--- config.mk ---
export PLATFORM = sky130hd
export DESIGN_NAME = barrel_rotator
export DESIGN_NICKNAME = d
export VERILOG_FILES = /design/src/rtl/rotator_pkg.sv /design/src/rtl/rot_mux_stage.sv /design/src/rtl/rot_tree.sv /design/src/rtl/rot_out_stage.sv /design/src/rtl/barrel_rotator.sv
export SDC_FILE = /design/constraint.sdc
export NUM_CORES = 1
export LEC_CHECK = 0
export ABC_AREA = 1
export BUFFER_PORTS_ARGS = -buffer_cell sky130_fd_sc_hd__buf_2
export CAP_MARGIN = 20
export CORE_MARGIN = 8
export CORE_UTILIZATION = 40
export CTS_CLUSTER_SIZE = 16
export DETAILED_ROUTE_END_ITERATION = 6
export MAX_ROUTING_LAYER = met4
export PLACE_DENSITY_LB_ADDON = 0.05
export SYNTH_ARGS = -nofsm -noshare
export SYNTH_HDL_FRONTEND = slang
export SYNTH_SLANG_ARGS = --single-unit
export TNS_END_PERCENT = 20
--- constraint.sdc ---
create_clock -name clk -period 0.9 [get_ports clk]
set_input_delay 0.18 -clock clk [delete_from_list [all_inputs] [get_ports clk]]
set_output_delay 0.18 -clock clk [all_outputs]
set_load 0.02 [all_outputs]
--- src/rtl/rotator_pkg.sv ---
package rotator_pkg;

  // Source bit that feeds destination bit dst after rotating by shift.
  function automatic int src_index(int dst, int shift, int width, bit left);
    int s;
    s = shift % width;
    if (left) return (dst - s + width) % width;
    else      return (dst + s) % width;
  endfunction

  // Number of radix-4 stages for a word with log_w amount bits.
  function automatic int radix4_count(int log_w);
    return log_w / 2;
  endfunction

  // Total number of stages: the radix-4 stages plus at most one radix-2 stage.
  function automatic int stage_count(int log_w);
    return (log_w + 1) / 2;
  endfunction

  // Rotate weight of radix-4 stage k: 4^k.
  function automatic int radix4_weight(int k);
    return 1 << (2 * k);
  endfunction

endpackage

--- src/rtl/rot_mux_stage.sv ---
module rot_mux_stage #(
  parameter int WIDTH    = 32,
  parameter int WEIGHT   = 1,
  parameter int SEL_BITS = 2,
  parameter bit LEFT     = 1'b1
) (
  input  logic [WIDTH-1:0]    din,
  input  logic [SEL_BITS-1:0] sel,
  output logic [WIDTH-1:0]    dout
);
  localparam int RADIX = 1 << SEL_BITS;

  // Each candidate is a fixed rotation by m*WEIGHT: wiring only, no logic.
  logic [RADIX-1:0][WIDTH-1:0] cand;

  for (genvar m = 0; m < RADIX; m++) begin : g_cand
    for (genvar i = 0; i < WIDTH; i++) begin : g_bit
      localparam int SRC = rotator_pkg::src_index(i, m * WEIGHT, WIDTH, LEFT);
      assign cand[m][i] = din[SRC];
    end
  end

  // One RADIX-input mux per bit, all sharing the same select.
  assign dout = cand[sel];
endmodule

--- src/rtl/rot_tree.sv ---
module rot_tree #(
  parameter int WIDTH = 32,
  parameter bit LEFT  = 1'b1
) (
  input  logic [$clog2(WIDTH)-1:0] amt,
  input  logic [WIDTH-1:0]         din,
  output logic [rotator_pkg::stage_count($clog2(WIDTH)):0][WIDTH-1:0] taps
);
  localparam int LOG_W      = $clog2(WIDTH);
  localparam int NUM_R4     = rotator_pkg::radix4_count(LOG_W);
  localparam int NUM_STAGES = rotator_pkg::stage_count(LOG_W);
  localparam bit HAS_R2     = (LOG_W % 2) == 1;

  assign taps[0] = din;

  // Radix-4 stages, least significant amount slice first.
  for (genvar k = 0; k < NUM_R4; k++) begin : g_r4
    rot_mux_stage #(
      .WIDTH   (WIDTH),
      .WEIGHT  (rotator_pkg::radix4_weight(k)),
      .SEL_BITS(2),
      .LEFT    (LEFT)
    ) u_stage (
      .din (taps[k]),
      .sel (amt[2*k+1:2*k]),
      .dout(taps[k+1])
    );
  end

  // Odd amount width: a closing 2-input stage on the top amount bit.
  if (HAS_R2) begin : g_r2
    rot_mux_stage #(
      .WIDTH   (WIDTH),
      .WEIGHT  (WIDTH / 2),
      .SEL_BITS(1),
      .LEFT    (LEFT)
    ) u_stage (
      .din (taps[NUM_R4]),
      .sel (amt[LOG_W-1 -: 1]),
      .dout(taps[NUM_STAGES])
    );
  end
endmodule

--- src/rtl/rot_out_stage.sv ---
module rot_out_stage #(
  parameter int WIDTH   = 32,
  parameter bit REG_OUT = 1'b1
) (
  input  logic             clk,
  input  logic             rst_n,
  input  logic [WIDTH-1:0] din,
  output logic [WIDTH-1:0] dout
);
  if (REG_OUT) begin : g_reg
    logic [WIDTH-1:0] q;
    always_ff @(posedge clk or negedge rst_n) begin
      if (!rst_n) q <= '0;
      else        q <= din;
    end
    assign dout = q;
  end else begin : g_comb
    assign dout = din;
  end
endmodule

--- src/rtl/barrel_rotator.sv ---
module barrel_rotator #(
  parameter int WIDTH       = 32,
  parameter bit ROTATE_LEFT = 1'b1,
  parameter bit REG_OUT     = 1'b1
) (
  input  logic                     clk,
  input  logic                     rst_n,
  input  logic [WIDTH-1:0]         in_word,
  input  logic [$clog2(WIDTH)-1:0] rot_amt,
  output logic [WIDTH-1:0]         out_word
);
  localparam int AMT_W      = $clog2(WIDTH);
  localparam int NUM_R4     = rotator_pkg::radix4_count(AMT_W);
  localparam int NUM_STAGES = rotator_pkg::stage_count(AMT_W);
  localparam bit HAS_R2     = (AMT_W % 2) == 1;

  // Stage taps brought out as named wires for the checks below.
  logic [NUM_STAGES:0][WIDTH-1:0] stage_taps;
  logic [WIDTH-1:0]               tree_out;

  rot_tree #(.WIDTH(WIDTH), .LEFT(ROTATE_LEFT)) u_tree (
    .amt (rot_amt),
    .din (in_word),
    .taps(stage_taps)
  );

  assign tree_out = stage_taps[NUM_STAGES];

  rot_out_stage #(.WIDTH(WIDTH), .REG_OUT(REG_OUT)) u_out (
    .clk  (clk),
    .rst_n(rst_n),
    .din  (tree_out),
    .dout (out_word)
  );

  // Rotation by one position, written with concatenation.
  function automatic logic [WIDTH-1:0] rot_by_one(logic [WIDTH-1:0] x);
    if (ROTATE_LEFT) return {x[WIDTH-2:0], x[WIDTH-1]};
    else             return {x[0], x[WIDTH-1:1]};
  endfunction

  // a stage whose amount slice is zero passes its input unchanged.
  for (genvar k = 0; k < NUM_R4; k++) begin : g_chk_r4
    assert_stage_idle_R4: assert property (@(posedge clk) disable iff (!rst_n)
      (rot_amt[2*k+1:2*k] == 2'b00) |-> (stage_taps[k+1] == stage_taps[k]));
  end

  // the closing 2-input stage swaps the halves when the top amount bit is set.
  if (HAS_R2) begin : g_chk_r2
    assert_half_swap_R5: assert property (@(posedge clk) disable iff (!rst_n)
      rot_amt[AMT_W-1] |-> (stage_taps[NUM_STAGES] ==
        {stage_taps[NUM_R4][WIDTH/2-1:0], stage_taps[NUM_R4][WIDTH-1:WIDTH/2]}));
  end

  if (REG_OUT) begin : g_chk_reg
    assert_keep_ones_R1: assert property (@(posedge clk) disable iff (!rst_n)
      rst_n |=> ($countones(out_word) == $countones($past(in_word))));
    assert_step_one_R1: assert property (@(posedge clk) disable iff (!rst_n)
      (rot_amt == AMT_W'(1)) |=> (out_word == rot_by_one($past(in_word))));
    assert_zero_pass_R3: assert property (@(posedge clk) disable iff (!rst_n)
      (rot_amt == '0) |=> (out_word == $past(in_word)));
    assert_hold_output_R6: assert property (@(posedge clk) disable iff (!rst_n)
      ($past(rst_n) && $stable(in_word) && $stable(rot_amt)) |=> $stable(out_word));
  end else begin : g_chk_comb
    assert_keep_ones_R1: assert property (@(posedge clk) disable iff (!rst_n)
      $countones(out_word) == $countones(in_word));
    assert_step_one_R1: assert property (@(posedge clk) disable iff (!rst_n)
      (rot_amt == AMT_W'(1)) |-> (out_word == rot_by_one(in_word)));
    assert_zero_pass_R3: assert property (@(posedge clk) disable iff (!rst_n)
      (rot_amt == '0) |-> (out_word == in_word));
  end
endmodule

* Yosys cells after proc, flatten, opt, wreduce, memory -nomap -nowiden
Cells that the tools add are included.
** Storage, ports and cells
- Register bits after elaboration :: 32
- Word-level logic and storage cells :: 10
** Cells by class
- Order comparisons :: 3
- Muxes and demuxes :: 6
** Operators by type and width (count)
- $bmux W32 S2 :: 2
- $mux W32 :: 4
- $lt A2 B3 Y1 const B :: 2
- $lt A1 B2 Y1 const B :: 1

* Depth between registers and ports, before layout
- Depth after elaboration :: 6
- Mapped depth :: 9

* Modules after synthesis
Synthesis repeated with hierarchy kept, for this count alone.
** Unflattened totals
- Cell total of the unflattened synthesis :: 584
- Area total of the unflattened synthesis :: 3493.4 um^2
** Modules (own cells, without submodules)
- rot_mux_stage (u_tree.g_r4[1].u_stage) :: area each 1009.7 um^2, instances 1, cells each 208
- rot_mux_stage (u_tree.g_r4[0].u_stage) :: area each 945.9 um^2, instances 1, cells each 208
- rot_out_stage :: area each 800.8 um^2, instances 1, cells each 32
- rot_mux_stage (u_tree.g_r2.u_stage) :: area each 496.7 um^2, instances 1, cells each 104
- rot_tree :: area each 240.2 um^2, instances 1, cells each 32

* Least setup slack after synthesis
Ideal clock, no wire load.
- Path kind :: input to register
- Start :: input rot_amt[0]
- End :: register u_out.g_reg.q[16], in the netlist u_out.dout[16]
- Arrival time :: 951 ps
- Data required time :: 782 ps
- Path slack :: -169 ps
- Stages on the path :: 8
- Path through :: buf_6 > buf_4 > nand2_1 > nand3_2 > nand3_1 > nand3_1 > nand3_1 > nand2_1
** RTL lines
- from (decl) :: line barrel_rotator.sv:9 : input logic [$clog2(WIDTH)-1:0] rot_amt,
- to (signal assigned) :: line rot_out_stage.sv:14 : else q <= din;
- to (decl) :: line rot_out_stage.sv:11 : logic [WIDTH-1:0] q;

==> impl_metrics.py <==
metrics = {
    "sta": {
        "setup_tns_ps": -4090,
        "drv_slew": 0,
        "grt_setup_unrepaired": "yes",
        "fin_ws_ps": -90.2,
        "tightest_slew_ps": 349,
        "slew_headroom_pct": 76.7,
        "hold_violations": 0,
        "finalSetupViolCount": 64,
        "fin_crit_ps": 990,
        "fmax_ghz": 1.01,
        "period_share_pct": 110,
    },
    "logic_synthesis": {
        "yosys_most_used_dff": "dfrtp_1",
        "synth_common_cells": "nand3_1 (194), nand2_1 (66), nand3_2 (62)",
        "synthMostInstantiatedCell": "nand3_1",
        "yosysSeqAreaShare_pct": 25.0,
        "async_flop_share_pct": 100,
        "synth_cell_types": 17,
        "syn_area_um2": 3200,
        "synth_edf_count": 0,
        "synthesis.instances": 424,
        "synth_top_area_share_pct": 30.3,
        "synth_area_leaders": "nand3_1 (30%), dfrtp_1 (25%), nand3_2 (19%)",
        "syn_nets": 463,
        "synth_area_leader_cell": "nand3_1",
        "synth_area_per_cell_um2": 7.55,
        "synth_warnings": 0,
        "ys_seq_elements": 32,
    },
    "critical_path": {
        "path_max_fanout": 6,
        "worst_setup_path_end_kind": "flip-flop",
        "crit_arrival_ps": 1160,
        "startpoint_type": "primary input",
        "required_ps": 1070,
        "crit_type": "in2reg",
    },
    "routing": {
        "drt-pass1-iter-count": 4,
        "num_vias": 3496,
        "drc": 0,
        "drtIter0Drc": 199,
        "wl_um": 12600,
        "ant_nets": 0,
        "vias_per_cell": 5.81,
        "routedWlPerCell_um": 21.0,
    },
    "die": {
        "core_um2": 7730,
        "die-area_um2": 11100,
        "io_pins": 71,
        "fp.dieH_um": 105,
        "rows": 32,
        "start_util_pct": 41.4,
        "die_w_um": 105,
    },
    "power": {
        "peakVddDrop_uv": 864,
        "p_total_w": 0.00590,
        "leakage_nw": 2.39,
        "power.density_nw_per_um2": 1120,
    },
    "finish": {
        "drive_above_1_share_pct": 71.4,
        "syn_to_final_growth_pct": 64.7,
        "largest_register_ffs": 32,
        "num_antenna_cells": 0,
        "final_nets": 539,
        "fin_util_pct": 68.2,
    },
    "global_routing": {
        "antenna_found_initial": 0,
        "grt_pass1_wl_um": 19200,
        "grt_max_degree": 33,
        "grt_usage_pct": 22.3,
        "grt_pass1_vias": 3702,
        "overflow": 0,
    },
    "placement": {
        "portBuffers": 70,
        "dp_hpwl_um": 9180,
        "gp_congestion": 1.02,
    },
    "worst_hold_path": {
        "hp-class": "in2async",
    },
    "clock_network": {
        "cts_buffer_depth": 2,
        "cts.reportedPaths.clkPinSlew_ps": 70,
        "cts.sinks": 32,
        "cts-root-buf": "clkbuf_8",
        "cts_buffers": 5,
        "cts_tree": "built",
        "htree_levels": 2,
    },
    "outcome": {
        "status": "finished, violations left",
        "violations": "setup timing",
    },
    "run": {
        "maxCapViolations": 0,
    },
}
==> final cells by class <==
| cell class | instances | area [µm²] |
|---|---|---|
| multi-input combinational | 352 | 3280 |
| inverter | 5 | 57.6 |
| clock buffer | 7 | 96.3 |
| sequential | 32 | 801 |
| tap | 102 | 128 |
| timing repair buffer | 102 | 881 |
| timing repair inverter | 2 | 25.0 |
| fill | 606 | 2450 |
==> worst max-delay path, stage by stage <==
cell and delay, ps:
buf_16 140, buf_12 140, buf_12 150, nand2_4 70, nand3_2 100, nand3_2 110, nand3_2 90, nand3_1 110
nand2_1 60
==> cells in the final DEF, fill, tap and decap left out <==
cell           count
inv_12             1
inv_6              1
clkinv_8           1
buf_2             57
nand2_8            3
nand3_4           53
buf_16             2
inv_1              2
nand2_1           35
clkbuf_8           7
dfrtp_1           32
nand3_2          130
buf_6             14
buf_4             15
nand2_4           27
nand3_1           73
clkinv_16          1
buf_12            11
clkbuf_16          1
inv_2              1
nand2_2           31
buf_8              1
dlygate4sd3_1      1
==> where the power goes <==
group	internal (W)	switching (W)	leakage (nW)	total (W)
Sequential	0.00162	0.0000590	0.380	0.00168
Combinational	0.00111	0.00185	1.96	0.00296
Clock	0.000682	0.000574	0.0503	0.00126
Total	0.00341	0.00248	2.39	0.00590
==> kinds of logic after synthesis <==
kind of cell,Yosys count,synth area share [%]
buf+inv,40,8.52
flops,32,25.0
simple gates,352,66.5
==> per-layer routing <==
| metal | vias to the layer above | track usage [%] | share of wire, % |
|---|---|---|---|
| met5 | - | - | 0 |
| met4 | 0 | 8.46 | 3.2 |
| met3 | 26 | 4.26 | 4.0 |
| met2 | 105 | 39.6 | 53 |
| met1 | 1713 | 23.9 | 39 |
| li1 | 1652 | - | - |
==> repair_timing <==
item,CTS,global route
pin swaps,16,37
hold buffers,1,0
endpoints found under the setup margin,64,64
gates cloned,1,3
setup buffers,1,1
endpoints found under the hold margin,32,0
gates resized for setup,74,137
==> metrics by stage <==
stage               area [µm²]  hold WS [ps]  setup slack [ps]  cells
detailed placement        3970         -6.46              -516    588
global route              5270           237              -131    602
global placement          3970         -13.1              -507    588
CTS                       4470           223              -104    598
floorplan                 3460          -116              -128    424
finish                    5270           222             -90.2    602
==> worst max path at each step <==
stage | end | startpoint | depth (start not counted)
after floorplan | u_out.dout[5]$_DFF_PN0_ | rot_amt[0] | 8
after global placement | u_out.dout[23]$_DFF_PN0_ | rot_amt[0] | 9
after detailed placement | u_out.dout[23]$_DFF_PN0_ | rot_amt[0] | 9
after CTS | out_word[11] | u_out.dout[11]$_DFF_PN0_ | 1
after global routing | u_out.dout[2]$_DFF_PN0_ | rot_amt[0] | 9
final | u_out.dout[2]$_DFF_PN0_ | rot_amt[0] | 9
No activity file was read; power rests on OpenSTA's default activity.
